## src/rtl/gpio_irq_pkg.sv

```systemverilog
package gpio_irq_pkg;
  localparam int ADDR_W  = 5;
  localparam int STYLE_W = 3;

  localparam logic [ADDR_W-1:0] A_DRIVE  = 5'h00;
  localparam logic [ADDR_W-1:0] A_DIR    = 5'h04;
  localparam logic [ADDR_W-1:0] A_LEVEL  = 5'h08;
  localparam logic [ADDR_W-1:0] A_EVENT  = 5'h0C;
  localparam logic [ADDR_W-1:0] A_STYLE0 = 5'h10;

  typedef enum logic [STYLE_W-1:0] {
    SY_HIGH = 3'd0,
    SY_LOW  = 3'd1,
    SY_RISE = 3'd2,
    SY_FALL = 3'd3,
    SY_ANY  = 3'd4
  } style_e;
endpackage

```

## src/rtl/gpio_sync.sv

```systemverilog
module gpio_sync #(
  parameter int W = 16
) (
  input  logic         clk,
  input  logic         rst_n,
  input  logic [W-1:0] d,
  output logic [W-1:0] now_q,
  output logic [W-1:0] last_q
);
  logic [W-1:0] meta_q;

  // two flops for metastability, a third keeps the previous settled value
  always_ff @(posedge clk or negedge rst_n) begin
    if (!rst_n) begin
      meta_q <= '0;
      now_q  <= '0;
      last_q <= '0;
    end else begin
      meta_q <= d;
      now_q  <= meta_q;
      last_q <= now_q;
    end
  end
endmodule

```

## src/rtl/gpio_line_detect.sv

```systemverilog
module gpio_line_detect
  import gpio_irq_pkg::*;
(
  input  logic               cur,
  input  logic               last,
  input  logic [STYLE_W-1:0] style,
  output logic               hit
);
  always_comb begin
    case (style)
      SY_HIGH: hit = cur;
      SY_LOW:  hit = ~cur;
      SY_RISE: hit = cur & ~last;
      SY_FALL: hit = ~cur & last;
      SY_ANY:  hit = cur ^ last;
      default: hit = 1'b0;
    endcase
  end
endmodule

```

## src/rtl/gpio_regs.sv

```systemverilog
module gpio_regs
  import gpio_irq_pkg::*;
#(
  parameter int N_LINES  = 16,
  parameter int PER_WORD = 8,
  parameter int DATA_W   = 32
) (
  input  logic                       clk,
  input  logic                       rst_n,
  input  logic                       wen,
  input  logic [ADDR_W-1:0]          addr,
  input  logic [DATA_W-1:0]          wdata,
  input  logic [N_LINES-1:0]         level,
  input  logic [N_LINES-1:0]         hit,
  output logic [DATA_W-1:0]          rdata,
  output logic [N_LINES-1:0]         drive,
  output logic [N_LINES-1:0]         dir,
  output logic [N_LINES-1:0]         pend,
  output logic [STYLE_W*N_LINES-1:0] style_flat
);
  localparam int NWORD  = N_LINES / PER_WORD;
  localparam int SFLD_W = STYLE_W * PER_WORD;
  localparam logic [DATA_W-1:0] LMASK = DATA_W'({N_LINES{1'b1}});
  localparam logic [DATA_W-1:0] SMASK = DATA_W'({SFLD_W{1'b1}});

  logic [DATA_W-1:0]  drive_q, dir_q;
  logic [DATA_W-1:0]  style_q [NWORD];
  logic [N_LINES-1:0] clr;

  always_ff @(posedge clk or negedge rst_n) begin
    if (!rst_n) begin
      drive_q <= '0;
      dir_q   <= LMASK;
    end else if (wen) begin
      if (addr == A_DRIVE) drive_q <= wdata & LMASK;
      if (addr == A_DIR)   dir_q   <= wdata & LMASK;
    end
  end

  for (genvar r = 0; r < NWORD; r++) begin : g_style
    localparam logic [ADDR_W-1:0] AW = A_STYLE0 + ADDR_W'(4 * r);
    always_ff @(posedge clk or negedge rst_n) begin
      if (!rst_n)                  style_q[r] <= '0;
      else if (wen && addr == AW)  style_q[r] <= wdata & SMASK;
    end
    assign style_flat[r*SFLD_W +: SFLD_W] = style_q[r][SFLD_W-1:0];
  end

  // write-1-to-clear; a detected event on the same edge overrides the clear
  assign clr = (wen && addr == A_EVENT) ? wdata[N_LINES-1:0] : '0;

  always_ff @(posedge clk or negedge rst_n) begin
    if (!rst_n) pend <= '0;
    else        pend <= hit | (pend & ~clr);
  end

  assign drive = drive_q[N_LINES-1:0];
  assign dir   = dir_q[N_LINES-1:0];

  always_comb begin
    rdata = '0;
    case (addr)
      A_DRIVE: rdata = drive_q;
      A_DIR:   rdata = dir_q;
      A_LEVEL: rdata = DATA_W'(level);
      A_EVENT: rdata = DATA_W'(pend);
      default: rdata = '0;
    endcase
    for (int r = 0; r < NWORD; r++) begin
      if (addr == A_STYLE0 + ADDR_W'(4 * r)) rdata = style_q[r];
    end
  end
endmodule

```

## src/rtl/gpio_irq_ctrl.sv

```systemverilog
module gpio_irq_ctrl
  import gpio_irq_pkg::*;
#(
  parameter int N_LINES  = 16,
  parameter int N_IRQ    = 13,
  parameter int PER_WORD = 8,
  parameter int DATA_W   = 32
) (
  input  logic               clk,
  input  logic               rst_n,
  input  logic               cfg_wen,
  input  logic [4:0]         cfg_addr,
  input  logic [DATA_W-1:0]  cfg_wdata,
  output logic [DATA_W-1:0]  cfg_rdata,
  input  logic [N_LINES-1:0] pin_in,
  output logic [N_LINES-1:0] pin_out,
  output logic [N_LINES-1:0] pin_oe,
  output logic [N_IRQ-1:0]   irq_out
);
  logic [N_LINES-1:0]         lvl_now, lvl_last;
  logic [N_LINES-1:0]         hit_vec, pend_vec, dir_vec;
  logic [STYLE_W*N_LINES-1:0] style_flat;

  gpio_sync #(.W(N_LINES)) u_sync (
    .clk(clk), .rst_n(rst_n), .d(pin_in),
    .now_q(lvl_now), .last_q(lvl_last)
  );

  for (genvar i = 0; i < N_LINES; i++) begin : g_line
    gpio_line_detect u_det (
      .cur(lvl_now[i]),
      .last(lvl_last[i]),
      .style(style_flat[i*STYLE_W +: STYLE_W]),
      .hit(hit_vec[i])
    );
  end

  gpio_regs #(.N_LINES(N_LINES), .PER_WORD(PER_WORD), .DATA_W(DATA_W)) u_regs (
    .clk(clk), .rst_n(rst_n),
    .wen(cfg_wen), .addr(cfg_addr), .wdata(cfg_wdata),
    .level(lvl_now), .hit(hit_vec),
    .rdata(cfg_rdata),
    .drive(pin_out), .dir(dir_vec),
    .pend(pend_vec), .style_flat(style_flat)
  );

  assign pin_oe  = ~dir_vec;
  assign irq_out = pend_vec[N_IRQ-1:0];
endmodule

```

## config.mk

```make
export PLATFORM = sky130hd
export DESIGN_NAME = gpio_irq_ctrl
export DESIGN_NICKNAME = d
export VERILOG_FILES = /design/src/rtl/gpio_irq_pkg.sv /design/src/rtl/gpio_sync.sv /design/src/rtl/gpio_line_detect.sv /design/src/rtl/gpio_regs.sv /design/src/rtl/gpio_irq_ctrl.sv
export SDC_FILE = /design/constraint.sdc
export NUM_CORES = 1
export LEC_CHECK = 0
export CORE_MARGIN = 2
export CORE_UTILIZATION = 57
export CTS_BUF_LIST = sky130_fd_sc_hd__clkbuf_16
export DETAILED_ROUTE_END_ITERATION = 12
export PLACE_DENSITY = 0.95
export REMOVE_ABC_BUFFERS = 1
export SYNTH_ARGS = -nofsm -noshare
export SYNTH_HDL_FRONTEND = slang
export SYNTH_SLANG_ARGS = --single-unit
```

## constraint.sdc

```tcl
create_clock -name clk -period 3.02 [get_ports clk]
set_clock_uncertainty 0.15 [all_clocks]
set_input_delay 0.302 -clock clk [delete_from_list [all_inputs] [get_ports clk]]
set_output_delay 0.302 -clock clk [all_outputs]
set_load 0.1 [all_outputs]
```

* After elaboration in Yosys (flattened, before gate mapping) *
Cells that the tools add are included.

word-level totals
  input bits = 56
  ROM bits = 0
  register bits after elaboration = 144
  bits in writable memories = 0
  memories = 0
  bits in latches = 0

cells by class
  multipliers = 0
  div/mod/pow operators = 0
  equality and inequality tests = 69
  muxes and demuxes = 20
  $lt $le $gt $ge = 0
  reduce and logical (&&, ||, !) cells = 22
  shift operators = 0
  bitwise gates (word level) = 84
  add/subtract/negate cells = 0

operator list
  kind                                                             count
  3-bit by 2-bit == test with 1-bit output, second input constant  32
  1-bit case mux with 5 select lines                               16
  16-bit case mux with 4 select lines                              1
  3-bit by 1-bit == test with 1-bit output, second input constant  16
  3-bit == test, second input constant                             16
  3-bit logical NOT                                                16
  24-bit two-way mux                                               2
  1-bit AND                                                        32
  1-bit NOT                                                        32
  16-bit NOT                                                       2
  16-bit AND                                                       1
  16-bit two-way mux                                               1
  16-bit OR                                                        1
  1-bit XOR                                                        16
  5-bit by 4-bit == test with 1-bit output, second input constant  2
  5-bit == test, second input constant                             2
  5-bit by 3-bit == test with 1-bit output, second input constant  1
  5-bit logical NOT                                                1
  2-bit AND reduction                                              2
  1-bit logical AND                                                3

* Longest topological paths before layout *
  word-level depth = 6
  mapped depth = 7

* Hierarchy *
From an unflattened synthesis, not the netlist that was laid out.

unflattened totals
  cell total of the unflattened synthesis = 581
  area total of the unflattened synthesis = 7123.1 um^2

modules (own cells, without submodules)
  module            times used  area an instance (um^2)  cells an instance  seq. area each (um^2)
  gpio_regs         1           4600.7                   357                2422.3
  gpio_line_detect  16          78.8                     10                 0.0
  gpio_sync         1           1201.2                   48                 1201.2
  gpio_irq_ctrl     1           60.1                     16                 0.0

* Worst setup path before layout *
Ideal clock, no wire load.

  path type = register -> output
  start = reg u_regs.drive_q[1]
  end = out cfg_rdata[1]
  arrival time = 2789 ps
  setup slack = -221 ps
  stages on the path, launching flop included = 4
  path buffers = 0
  cell sequence = dfrtp_1 -> mux2_2 -> o221ai_1 -> a21oi_1

on the way
  cells in the longest elaborated chain, start to end = 3

ends and longest elaborated chain
  item                                 RTL line             source
  start, declared                      gpio_regs.sv:26      logic [DATA_W-1:0] drive_q, dir_q;
  start signal, assigned               gpio_regs.sv:35      if (addr == A_DRIVE) drive_q <= wdata & LMASK;
  16-bit case mux with 4 select lines  gpio_regs.sv:62      case (addr)
  24-bit two-way mux (2 in series)     gpio_regs.sv:70      if (addr == A_STYLE0 + ADDR_W'(4 * r)) rdata = style_q[r];
  end, declared                        gpio_irq_ctrl.sv:14  output logic [DATA_W-1:0] cfg_rdata,

Every way passes these cells.

* Worst setup path in the final report *
  start = in cfg_addr[4]
  end = out cfg_rdata[22]

on the way
  cells in the longest elaborated chain, start to end = 3
  elaborated cells between the ends (all ways) = 4
  those cells by class = 2 x eq/ne; 2 x mux

ends and longest elaborated chain
  item                  RTL line             source
  start, declared       gpio_irq_ctrl.sv:12  input logic [4:0] cfg_addr,
  5-bit == test         gpio_regs.sv:70
  24-bit two-way mux    gpio_regs.sv:70
  24-bit two-way mux *  gpio_regs.sv:70

Every way passes the cells marked *; elsewhere a longest branch is shown, timed or not.

==> flow_summary.toml <==
[power]
p_leak_nw = 4.233
power_density_nw_per_um2 = 661.4
irDropWorstVdd_v = 0.0004891

[sta]
finalSetupViolCount = 0
tns_ps = 0
fmax_ghz = 0.3582
rsz0062_at_grt = "no"
slew_headroom_pct = 47.10
tightest_slew_ps = 790.7
finalCriticalPeriod_ps = 2792
hold_viol_final = 0
period_share_pct = 92.45
final_max_slew_viol_count = 0

[logic_synthesis]
synth.distinct_cells = 47
ys_seq_area_share_pct = 50.54
syn_area_per_cell_um2 = 10.91
synthesis.area_um2 = 7169
synthFlopType = "dfrtp_1"
yosysWarnings = 0
netlist_instances = 657
ys_async_sr_fraction_pct = 100.0
synth_enable_flop_cells = 0
synth_seq_cells = 144

[setup_path]
crit_required_ps = 2570
cp-start-kind = "input port"
arrival_ps = 2340
worstPathMaxFanout = 9
critical_path_class = "input port to output pin"
crit_path_end_kind = "output pin"
reg2reg_depth = 5

[routing]
routedWlPerCell_um = 20.03
drt_pass1_iterations = 7
vias = 5646
drc = 0
drt_iter0_markers = 676
routed_wl_um = 19190
drt-vias-per-instance = 5.894
antenna_left = 0

[floorplan]
dieArea_um2 = 13490
die_y_um = 116.2
start_util_pct = 58.95
dieWidth_um = 116.2
core_area_um2 = 12160
rows = 40
io_pins = 133

[clock_tree]
clockBufferDepth = 2
cts.clk_slew.worst_paths_ps = 60
post_cts_buffers = 0
clkLatencyLatePin_ps = 430
cts_hold_buf = 1
cts_resized = 0
htreeDepth = 4
cts_sinks = 144
root_buffer = "clkbuf_16"
cts_made_buffers = 17
cts_tree = "yes"

[global_route]
grt_pass1_vias = 5855
grt_use_total_pct = 30.14
antenna_found_initial = 0
met1_usage_pct = 37.64
use_met3_pct = 9.808
use_met2_pct = 48.50
busiest_layer = "met2"
grt_pass1_wl_um = 30090
grt_max_degree = 63
grt_overflow = 0

[placement]
place_hpwl_um = 13520
place.gp.congestion = 0.9332
portBuffers = 116
place_inst = 925

[cells_and_area]
finish.utilization_pct = 74.99
antennaDiodeCount = 0
final_common_cell = "dfrtp_1"
final_nets = 865
final_cell_count_no_fill = 958
mostFrequentLayoutCells = "dfrtp_1, inv_1, o21ai_0"
drive_gt1_share_pct = 22.78
area_growth_pct = 27.21
fill_cells = 768

[job]
maxCapViolations = 0

[status]
status = "complete, no violations"

[worst_hold_path]
hold_class = "input port to flop"
hold_depth = 1
-- metrics by stage --
step / setup slack [ps] / hold WS (ps) / total power, mW / area, um^2
finish: 228.0 / 156.3 / 6.032 / 9120
detailed placement: 59.57 / 175.9 / 4.224 / 8602
CTS: 279.4 / 145.0 / 6.032 / 9120
global route: 162.0 / 144.4 / 6.256 / 9120
global placement: 136.8 / 171.2 / 4.136 / 8602
floorplan: -218.9 / -143.6 / 3.672 / 6927
-- critical path: stages --
cell	delay [ps]
clkdlybuf4s50_1	710
nand3b_4	210
nor3_4	440
buf_4	260
a22o_1	220
buf_12	190
-- final cells by class --
| class | instances | area, um^2 | area share (%) |
|---|---|---|---|
| flip-flops and latches | 144 | 3623 | 39.73 |
| multi-input cells | 405 | 3033 | 33.26 |
| repair buffers | 137 | 1475 | 16.18 |
| clock buffers | 17 | 425.4 | 4.665 |
| inverters | 72 | 270.3 | 2.963 |
| well taps | 168 | 210.2 | 2.305 |
| clock inverters | 15 | 82.58 | 0.9055 |
-- registers in the layout, summed over array words and instances (netlist names) --
register,count
u_regs.pend,16
u_regs.style_flat,48
u_sync.last_q,16
u_sync.meta_q,16
u_regs.dir_q,16
u_sync.now_q,16
u_regs.drive_q,16
-- where the power goes --
part	switching [mW]	internal (mW)
clock network	0.789	1.02
logic	1.19	0.530
registers	0.298	2.21
total	2.27	3.76
-- synthesized netlist by cell type, types with 2 or more instances --
cell / n / area share, %
mux2_4: 16 / 3.4
o21ai_0: 70 / 4.9
nand2_1: 55 / 2.9
nor2b_1: 5 / 0.44
nand2b_1: 5 / 0.44
clkbuf_1: 11 / 0.58
nand3_1: 6 / 0.42
nor2_1: 33 / 1.7
nand4b_1: 2 / 0.24
o221a_2: 5 / 0.79
o211ai_1: 14 / 1.5
ha_1: 32 / 5.6
o22ai_1: 3 / 0.26
mux4_2: 4 / 1.3
nor3_1: 2 / 0.14
o21a_1: 5 / 0.52
nor2_2: 2 / 0.17
mux2_1: 20 / 3.1
buf_2: 5 / 0.35
buf_6: 2 / 0.31
inv_1: 72 / 3.8
o2bb2ai_1: 5 / 0.61
nand3b_1: 13 / 1.4
a21oi_1: 24 / 1.7
a32o_1: 5 / 0.70
mux2i_1: 22 / 3.1
a22oi_1: 5 / 0.52
dfstp_2: 16 / 5.9
o221ai_1: 4 / 0.49
buf_1: 2 / 0.10
dfrtp_1: 128 / 45
mux2_2: 18 / 2.8
a22o_1: 10 / 1.2
buf_4: 23 / 2.4
-- worst paths after layout --
kind / start / to / slack (ps)
max in group asynchronous: rst_n / u_regs.dir_q[1]$_DFFE_PN1P_ / 1640
max: cfg_addr[4] / cfg_rdata[22] / 230
max reg2reg: u_sync.now_q[14]$_DFF_PN0_ / u_regs.pend[14]$_DFF_PN0_ / 1500
min in group asynchronous: rst_n / u_sync.meta_q[13]$_DFF_PN0_ / 250
min: pin_in[15] / u_sync.meta_q[15]$_DFF_PN0_ / 160
min reg2reg: u_sync.meta_q[12]$_DFF_PN0_ / u_sync.now_q[12]$_DFF_PN0_ / 200
-- metal layers --
layer	part of all wire (%)	up-vias	wire, um
met4	3.0	0	577
met3	11	55	2057
met2	49	354	9321
li1	-	2489	-
met5	0	-	0
met1	38	2748	7231
-- cells by family after synthesis --
kind of cell    synth area share [%]
flops                          50.54
compound gates                 13.53
other cells                  0.05231
buf+inv                        7.522
fa+ha+maj                      5.585
simple gates                   8.883
mux                            13.65
xor+xnor                      0.2444
Power figures use the tool's default switching activity.
